**src/rtl/gpio_share_pkg.sv**
```systemverilog
package gpio_share_pkg;
  typedef enum logic [1:0] {
    SEL_DIR  = 2'd0,
    SEL_PIN  = 2'd1,
    SEL_LAT  = 2'd2,
    SEL_RSVD = 2'd3
  } reg_sel_e;
endpackage

```
**src/rtl/gpio_share_regs.sv**
```systemverilog
module gpio_share_regs
  import gpio_share_pkg::*;
#(
  parameter int unsigned     W         = 16,
  parameter logic [W-1:0]    IMPL_MASK = '1
) (
  input  logic         clk_i,
  input  logic         rst_ni,
  input  logic         wr_en_i,
  input  reg_sel_e     sel_i,
  input  logic [W-1:0] wdata_i,
  output logic [W-1:0] dir_o,
  output logic [W-1:0] lat_o
);
  logic [W-1:0] dir_q, lat_q;
  logic         dir_we, lat_we;
  logic [W-1:0] wmask;

  assign wmask  = wdata_i & IMPL_MASK;
  assign dir_we = wr_en_i && (sel_i == SEL_DIR);
  // pin-state writes are redirected to the latch
  assign lat_we = wr_en_i && ((sel_i == SEL_LAT) || (sel_i == SEL_PIN));

  always_ff @(posedge clk_i or negedge rst_ni) begin
    if (!rst_ni) begin
      dir_q <= IMPL_MASK;
    end else if (dir_we) begin
      dir_q <= wmask;
    end
  end

  always_ff @(posedge clk_i or negedge rst_ni) begin
    if (!rst_ni) begin
      lat_q <= '0;
    end else if (lat_we) begin
      lat_q <= wmask;
    end
  end

  assign dir_o = dir_q;
  assign lat_o = lat_q;
endmodule

```
**src/rtl/gpio_share_sync.sv**
```systemverilog
module gpio_share_sync #(
  parameter int unsigned W      = 16,
  parameter int unsigned STAGES = 2
) (
  input  logic         clk_i,
  input  logic         rst_ni,
  input  logic [W-1:0] d_i,
  output logic [W-1:0] q_o
);
  logic [W-1:0] stage_q [STAGES];

  for (genvar s = 0; s < STAGES; s++) begin : g_stage
    logic [W-1:0] stage_d;
    if (s == 0) begin : g_first
      assign stage_d = d_i;
    end else begin : g_chain
      assign stage_d = stage_q[s-1];
    end
    always_ff @(posedge clk_i or negedge rst_ni) begin
      if (!rst_ni) stage_q[s] <= '0;
      else         stage_q[s] <= stage_d;
    end
  end

  assign q_o = stage_q[STAGES-1];
endmodule

```
**src/rtl/gpio_share_pinmux.sv**
```systemverilog
module gpio_share_pinmux #(
  parameter int unsigned  W         = 16,
  parameter logic [W-1:0] IMPL_MASK = '1
) (
  input  logic [W-1:0] dir_i,
  input  logic [W-1:0] lat_i,
  input  logic [W-1:0] sync_i,
  input  logic [W-1:0] periph_en_i,
  input  logic [W-1:0] periph_oe_i,
  input  logic [W-1:0] periph_out_i,
  output logic [W-1:0] periph_in_o,
  output logic [W-1:0] pin_out_o,
  output logic [W-1:0] pin_oe_o
);
  for (genvar i = 0; i < W; i++) begin : g_pin
    if (IMPL_MASK[i]) begin : g_impl
      logic periph_owns, port_drives;
      assign periph_owns  = periph_en_i[i] & periph_oe_i[i];
      assign port_drives  = ~periph_owns & ~dir_i[i];
      assign pin_oe_o[i]  = periph_owns | port_drives;
      assign pin_out_o[i] = periph_owns ? periph_out_i[i] : lat_i[i];
      // block loop-through of port output into peripheral input
      assign periph_in_o[i] = sync_i[i] & ~port_drives;
    end else begin : g_absent
      logic unused_bits;
      assign unused_bits    = ^{dir_i[i], lat_i[i], sync_i[i],
                                periph_en_i[i], periph_oe_i[i], periph_out_i[i]};
      assign pin_oe_o[i]    = 1'b0;
      assign pin_out_o[i]   = 1'b0;
      assign periph_in_o[i] = 1'b0;
    end
  end
endmodule

```
**src/rtl/gpio_share_rdmux.sv**
```systemverilog
module gpio_share_rdmux
  import gpio_share_pkg::*;
#(
  parameter int unsigned  W         = 16,
  parameter logic [W-1:0] IMPL_MASK = '1
) (
  input  logic         rd_en_i,
  input  reg_sel_e     sel_i,
  input  logic [W-1:0] dir_i,
  input  logic [W-1:0] lat_i,
  input  logic [W-1:0] sync_i,
  output logic [W-1:0] rdata_o
);
  logic [W-1:0] sel_data;

  always_comb begin
    unique case (sel_i)
      SEL_DIR:  sel_data = dir_i;
      SEL_PIN:  sel_data = sync_i;
      SEL_LAT:  sel_data = lat_i;
      default:  sel_data = '0;
    endcase
  end

  assign rdata_o = rd_en_i ? (sel_data & IMPL_MASK) : '0;
endmodule

```
**src/rtl/gpio_share_port.sv**
```systemverilog
module gpio_share_port
  import gpio_share_pkg::*;
#(
  parameter int unsigned  W           = 16,
  parameter logic [W-1:0] IMPL_MASK   = 16'h7BFF,
  parameter int unsigned  SYNC_STAGES = 2
) (
  input  logic         clk_i,
  input  logic         rst_ni,
  input  logic         wr_en_i,
  input  logic         rd_en_i,
  input  logic [1:0]   sel_i,
  input  logic [W-1:0] wdata_i,
  output logic [W-1:0] rdata_o,
  input  logic [W-1:0] periph_en_i,
  input  logic [W-1:0] periph_oe_i,
  input  logic [W-1:0] periph_out_i,
  output logic [W-1:0] periph_in_o,
  input  logic [W-1:0] pin_in_i,
  output logic [W-1:0] pin_out_o,
  output logic [W-1:0] pin_oe_o
);
  reg_sel_e     sel;
  logic [W-1:0] dir_q, lat_q, sync_q;

  assign sel = reg_sel_e'(sel_i);

  gpio_share_regs #(.W(W), .IMPL_MASK(IMPL_MASK)) u_regs (
    .clk_i   (clk_i),
    .rst_ni  (rst_ni),
    .wr_en_i (wr_en_i),
    .sel_i   (sel),
    .wdata_i (wdata_i),
    .dir_o   (dir_q),
    .lat_o   (lat_q)
  );

  gpio_share_sync #(.W(W), .STAGES(SYNC_STAGES)) u_sync (
    .clk_i  (clk_i),
    .rst_ni (rst_ni),
    .d_i    (pin_in_i),
    .q_o    (sync_q)
  );

  gpio_share_pinmux #(.W(W), .IMPL_MASK(IMPL_MASK)) u_pinmux (
    .dir_i        (dir_q),
    .lat_i        (lat_q),
    .sync_i       (sync_q),
    .periph_en_i  (periph_en_i),
    .periph_oe_i  (periph_oe_i),
    .periph_out_i (periph_out_i),
    .periph_in_o  (periph_in_o),
    .pin_out_o    (pin_out_o),
    .pin_oe_o     (pin_oe_o)
  );

  gpio_share_rdmux #(.W(W), .IMPL_MASK(IMPL_MASK)) u_rdmux (
    .rd_en_i (rd_en_i),
    .sel_i   (sel),
    .dir_i   (dir_q),
    .lat_i   (lat_q),
    .sync_i  (sync_q),
    .rdata_o (rdata_o)
  );
endmodule

```
**config.mk**
```make
export PLATFORM = sky130hd
export DESIGN_NAME = gpio_share_port
export DESIGN_NICKNAME = d
export VERILOG_FILES = /design/src/rtl/gpio_share_pkg.sv /design/src/rtl/gpio_share_regs.sv /design/src/rtl/gpio_share_sync.sv /design/src/rtl/gpio_share_pinmux.sv /design/src/rtl/gpio_share_rdmux.sv /design/src/rtl/gpio_share_port.sv
export SDC_FILE = /design/constraint.sdc
export NUM_CORES = 1
export LEC_CHECK = 0
export BUFFER_PORTS_ARGS = -buffer_cell sky130_fd_sc_hd__buf_2
export CAP_MARGIN = 30
export CORE_MARGIN = 5
export CORE_UTILIZATION = 39
export DETAILED_ROUTE_END_ITERATION = 16
export PLACE_DENSITY = 0.74
export SYNTH_ARGS = -nofsm -noshare
export SYNTH_HDL_FRONTEND = slang
export SYNTH_SLANG_ARGS = --single-unit
```
**constraint.sdc**
```tcl
create_clock -name clk_i -period 1.1 [get_ports clk_i]
set_input_delay 0.11 -clock clk_i [delete_from_list [all_inputs] [get_ports clk_i]]
set_output_delay 0.11 -clock clk_i [all_outputs]
set_load 0.05 [all_outputs]
```
==> results of run 1 <==
==> synthesized netlist by cell type, drive strengths merged <==
master | n | share of area [%]
dfstp | 14 | 14
inv | 2 | 0.29
nand2b | 1 | 0.25
a222oi | 14 | 5.5
nor2b | 14 | 3.4
dfrtp | 42 | 41
clkbuf | 3 | 0.44
conb | 1 | 0.15
ha | 4 | 2.0
a21oi | 14 | 2.7
nor2 | 14 | 2.1
nand2 | 30 | 4.5
buf | 11 | 3.2
mux2 | 42 | 20
==> per-stage QoR <==
step                cells  total power, W  setup WS [ps]  hold WS, ps
finish                510         0.00836           -566         47.4
global route          510         0.00866           -616         35.2
CTS                   496         0.00800           -463         31.7
detailed placement    467         0.00558           -402         1.35
global placement      467         0.00551           -389       -0.327
floorplan             213         0.00449          -52.8         -186
==> metal layers <==
layer / part of all wire, % / global-route usage [%] / vias up
met5: 0 / 0 / -
met1: 33 / 23.4 / 1311
met2: 58 / 43.5 / 127
li1: - / - / 1172
met4: 2.9 / 7.70 / 0
met3: 5.9 / 3.64 / 27
==> state kept, by name (all words and copies together), names as in the netlist <==
signal and flops:
u_regs.lat_o 14, u_regs.dir_o 14, u_sync.q_o 14, u_sync.g_stage.stage_d 14
==> cell families (layout without fill, tap and decap cells) <==
| group | count (synthesis) | in the layout |
|---|---|---|
| mux | 42 | 42 |
| simple gates | 59 | 59 |
| flops | 56 | 56 |
| buf+inv | 16 | 235 |
| other cells | 1 | 9 |
| fa+ha+maj | 4 | 4 |
| compound gates | 28 | 28 |
==> repair_timing <==
action,4_1_cts,5_1_grt
hold endpoints to repair,58,0
setup buffers,7,23
hold buffers,15,0
pin swaps,23,11
endpoints found under the setup margin,56,56
gates resized for setup,226,38
==> where the power goes <==
part / leakage, nW / total (W) / internal [W] / switching (W)
Sequential: 0.638 / 0.00257 / 0.00238 / 0.000190
Combinational: 1.89 / 0.00445 / 0.00221 / 0.00224
Clock: 0.0558 / 0.00133 / 0.000689 / 0.000645
Total: 2.58 / 0.00836 / 0.00528 / 0.00308
==> cell type report <==
class                           instances  area [um^2]
Antenna cell                            1         2.50
Clock buffer                            6         72.6
Clock inverter                          2         38.8
Fill cell                             326          983
Inverter                                2         27.5
Multi-Input combinational cell        141         1590
Sequential cell                        56         1420
Tap cell                               77         96.3
Timing Repair Buffer                  225         2120
==> final timing paths <==
check                                                  start                           end  cells past startpoint
worst max-delay path                         u_regs.lat_o[6]                    rdata_o[6]                      4
worst min-delay path                              wdata_i[9]               u_regs.dir_o[9]                      2
worst max register to register               u_regs.dir_o[4]               u_regs.dir_o[4]                      4
worst min register to register  u_sync.g_stage[1].stage_d[1]                 u_sync.q_o[1]                      0
max in group asynchronous                             rst_ni              u_regs.dir_o[11]                      3
min in group asynchronous                             rst_ni  u_sync.g_stage[1].stage_d[2]                      2
==> impl_metrics.csv, run 1 <==
group,metric,value,unit
outcome,outcome,"complete, but fails checks",
outcome,violations,"setup timing",
place,hpwl,5880,um
route,vias,2637,
logic_synthesis,synth_mux_area_share,20.0,%
worst_setup_path,path_delay_family,"compound AO/OA/AOI/OAI gates",
grt,antenna_found_initial,1,
grt,grt_pass1_vias,2953,
timing,finalCritPeriodShare,151,%
timing,period_needed,1670,ps
floorplan,num_io_pins,150,
floorplan,core,0.00635,mm^2
logic_synthesis,synthAdderAreaFrac,1.96,%
logic_synthesis,ys_types,18,
logic_synthesis,syn_inst,206,
grt,grt_max_degree,21,
cts,ctsRootBufferMaster,"clkbuf_8",
timing,grt_setup_unrepaired,"true",
worst_setup_path,end_kind,"output pin",
logic_synthesis,yosys.area_share.simple,10.2,%
timing,setup_tns,-17250,ps
power,p_leak,2.58,nW
route,wl,10100,um
cts,cts_made_buffers,5,
timing,max_freq,600,MHz
worst_setup_path,crit_chain,"a222oi_1, buf_4, nor2_4, buf_6",
timing,setup_viol,56,
place,dpl_cell_area,0.00403,mm^2
cts,path_clk_slew,100,ps
cts,ctsHtreeMaxLevel,2,
timing,final_max_slew_viol_count,0,
route,drt_iter0_drc,135,
final_layout,drive_gt1_share,77.8,%
timing,hold_violations,0,
cts,clk_latency,300,ps
route,wire_per_inst,19.7,um
place,place_congestion,0.722,
logic_synthesis,syn_area_per_cell,12.4,um^2
worst_setup_path,crit_path_max_fanout,2,
worst_setup_path,cp.arrival,1560,ps
grt,grt-ovfl-total,0,
route,drtAntennaViolNets,0,
route,drt-pass1-iter-count,4,
floorplan,die_area,0.00827,mm^2
final_layout,final_common_cell,"buf_2",
floorplan,die_h,90.9,um
power,power_density,1560,mW/mm^2
final_layout,nets,521,
route,routed_via_density,5.17,
worst_setup_path,reg2reg_slack,30,ps
grt,grt_pass1_wl,14700,um
final_layout,final_area,0.00537,mm^2
power,max-vdd-ir-drop,0.947,mV
floorplan,rows,29,
logic_synthesis,ys_ff_latch,56,
floorplan,dieWidth,90.9,um
logic_synthesis,synthXorXnorAreaFrac,0,%
flow_run,maxCapViolCount,0,
min_path,hp-class,"in -> reg",
timing,clock_skew,5.91,ps
final_layout,syn2layout_area_growth,110,%
cts,clockBufferDepth,2,
cts,tritoncts,"yes",
worst_setup_path,crit_required,990,ps
timing,worst_slack,-566,ps
worst_setup_path,max_stage_delay,470,ps
place,port_buffers,131,
grt,grtUsageTotal,22.1,%
worst_setup_path,startpoint_type,"flop",
logic_synthesis,synth_compound_area_share,8.23,%
worst_setup_path,slowest_stage,"a222oi_1",
final_layout,final_util,84.5,%
final_layout,final_cell_mix,"buf_2 (75), buf_6 (50), buf_8 (42), dfrtp_1 (42), buf_4 (37)",
worst_setup_path,path_buf_inv,2,
route,route.detailed.drc,0,
floorplan,start_util,40.2,%
logic_synthesis,seq_area_frac_synth,55.5,%
cts,cts_sinks,56,
logic_synthesis,yosysWarnings,0,
worst_setup_path,worst-setup-path-type,"reg -> out",
logic_synthesis,netlist_area,0.00255,mm^2
logic_synthesis,synth_top_family_by_area,"multiplexers",
No activity file was read; power rests on OpenSTA's default activity.
==> run 2, diff against run 1 <==
PLACE_DENSITY = 0.73   (was 0.74)
SYNTH_HIERARCHICAL = 1   (was not set)
==> impl_metrics.csv, run 2 <==
group,metric,value,unit
route,drtAntennaViolNets,0,
grt,grtUsageTotal,17.9,%
final_layout,syn2layout_area_growth,79.2,%
timing,max_freq,664,MHz
route,routed_via_density,4.74,
timing,final_max_slew_viol_count,0,
timing,setup_viol,56,
final_layout,final_common_cell,"buf_2",
timing,worst_slack,-406,ps
worst_setup_path,startpoint_type,"flop",
worst_setup_path,crit_required,990,ps
cts,clk_latency,300,ps
logic_synthesis,syn_area_per_cell,12.3,um^2
place,dpl.cell_count,481,
min_path,hold_path_depth,2,
worst_setup_path,crit_path_max_fanout,2,
floorplan,rows,31,
floorplan,die_h,95.8,um
worst_setup_path,end_kind,"output pin",
grt,antenna_found_initial,0,
cts,ctsHtreeMaxLevel,2,
power,p_leak,2.53,nW
min_path,hp-class,"in -> reg",
outcome,violations,"setup timing",
final_layout,drive_gt1_share,71.2,%
place,port_buffers,131,
floorplan,dieWidth,95.8,um
final_layout,nets,513,
final_layout,final_cell_mix,"buf_2 (75), buf_6 (42), dfrtp_1 (42), buf_8 (34), mux2_4 (34)",
place,place_congestion,0.738,
route,route.detailed.drc,0,
worst_setup_path,r2r_cells,4,
flow_run,maxCapViolCount,0,
outcome,outcome,"complete, but fails checks",
cts,path_clk_slew,100,ps
worst_setup_path,r2r_start,"u_regs/dir_o[12]",
logic_synthesis,netlist_area,0.00287,mm^2
route,wl,8490,um
worst_setup_path,cp.arrival,1400,ps
grt,grt_max_degree,57,
grt,grt-ovfl-total,0,
route,drt_iter0_drc,104,
worst_setup_path,r2r_end,"u_regs/dir_o[12]",
timing,period_needed,1510,ps
floorplan,core,0.00721,mm^2
timing,hold_violations,0,
logic_synthesis,yosysWarnings,6,
timing,finalCritPeriodShare,137,%
cts,tritoncts,"yes",
floorplan,start_util,39.8,%
cts,cts_sinks,56,
grt,grt_pass1_wl,12700,um
timing,grt_setup_unrepaired,"true",
logic_synthesis,syn_inst,234,
floorplan,die_area,0.00917,mm^2
grt,grt_pass1_vias,2776,
min_path,min_from,"wdata_i[12]",
power,p_total,0.00778,W
power,power_density,1510,mW/mm^2
final_layout,fill_cells,509,
final_layout,num_antenna_cells,0,
final_layout,stdcell_count,526,
route,vias,2495,
route,wire_per_inst,16.1,um
cts,cts_made_buffers,5,
route,drt-pass1-iter-count,4,
worst_setup_path,reg2reg_slack,40,ps
cts,clockBufferDepth,2,
place,hpwl,5560,um
timing,clock_skew,5.64,ps
floorplan,num_io_pins,150,
cts,ctsRootBufferMaster,"clkbuf_8",
min_path,min_to,"u_regs/lat_o[12]",
worst_setup_path,worst-setup-path-type,"reg -> out",
power,max-vdd-ir-drop,0.902,mV
==> run 2: cell types whose count changed in the layout (fill, tap and decap cells not counted), sizes merged <==
cell	before	now
nand3b	0	14
mux2i	0	14
clkinvlp	0	1
clkbuf	6	7
nor2	14	0
diode	1	0
o21ai	0	14
nand2b	1	0
a222oi	14	0
bufinv	1	0
inv	3	2
and2	0	14
ha	4	1
buf	210	181
==> run 2: worst max path at each step <==
stage / startpoint / endpoint / slack [ps] / depth (start not counted)
CTS: u_regs/dir_o[1] / rdata_o[1] / -360 / 4
global placement: sel_i[1] / u_regs/lat_o[14] / -170 / 6
floorplan: u_regs/dir_o[0] / periph_in_o[0] / -30 / 2
detailed placement: sel_i[1] / u_regs/lat_o[14] / -180 / 6
finish: u_regs/dir_o[2] / rdata_o[2] / -410 / 4
global route: u_regs/dir_o[2] / rdata_o[2] / -480 / 4
==> run 2: metrics by stage <==
step	setup WS (ps)	cell area, um^2	hold WS, ps	utilization [%]	setup TNS (ps)
after detailed placement	-175	3970	132	55.0	-4830
after CTS	-362	4940	41.0	68.4	-13860
after global placement	-167	3970	128	55.0	-4200
final	-406	5140	56.9	71.2	-13920
after global routing	-484	5140	40.0	71.2	-17070
after floorplan	-25.5	3030	-186	-	-25.5
==> run 2: cell type report <==
class                   count  area [um^2]  area share (%)
well taps                  99          124            2.41
multi-input cells         165         1670            32.6
inverters                   2         7.51           0.146
repair buffers            196         1820            35.5
flip-flops and latches     56         1420            27.6
clock inverters             1         7.51           0.146
clock buffers               7         86.3            1.68
==> run 2: worst max-delay path, stage by stage (launching register included) <==
cell and delay (ps):
dfstp_2 550, mux2i_1 60, o21ai_1 170, and2_4 180
buf_8 140
==> run 2: routing by layer <==
layer | vias up | track usage [%] | routed length [um]
met5 | - | 0 | 0
met4 | 0 | 5.33 | 176
met3 | 14 | 4.07 | 516
met2 | 91 | 35.1 | 4740
met1 | 1220 | 18.8 | 3050
li1 | 1170 | - | -
==> run 2: timing repair <==
action	CTS	global route
hold buffers	15	0
setup endpoints to repair	56	56
endpoints found under the hold margin	56	0
resized for setup	187	36
setup buffers	14	9
pin swaps	0	1
==> run 2: where the power goes <==
| group | internal [W] | leakage (nW) | switching [W] | total (W) |
|---|---|---|---|---|
| logic | 0.00199 | 1.85 | 0.00208 | 0.00406 |
| registers | 0.00238 | 0.638 | 0.000179 | 0.00256 |
| clock network | 0.000514 | 0.0445 | 0.000640 | 0.00115 |
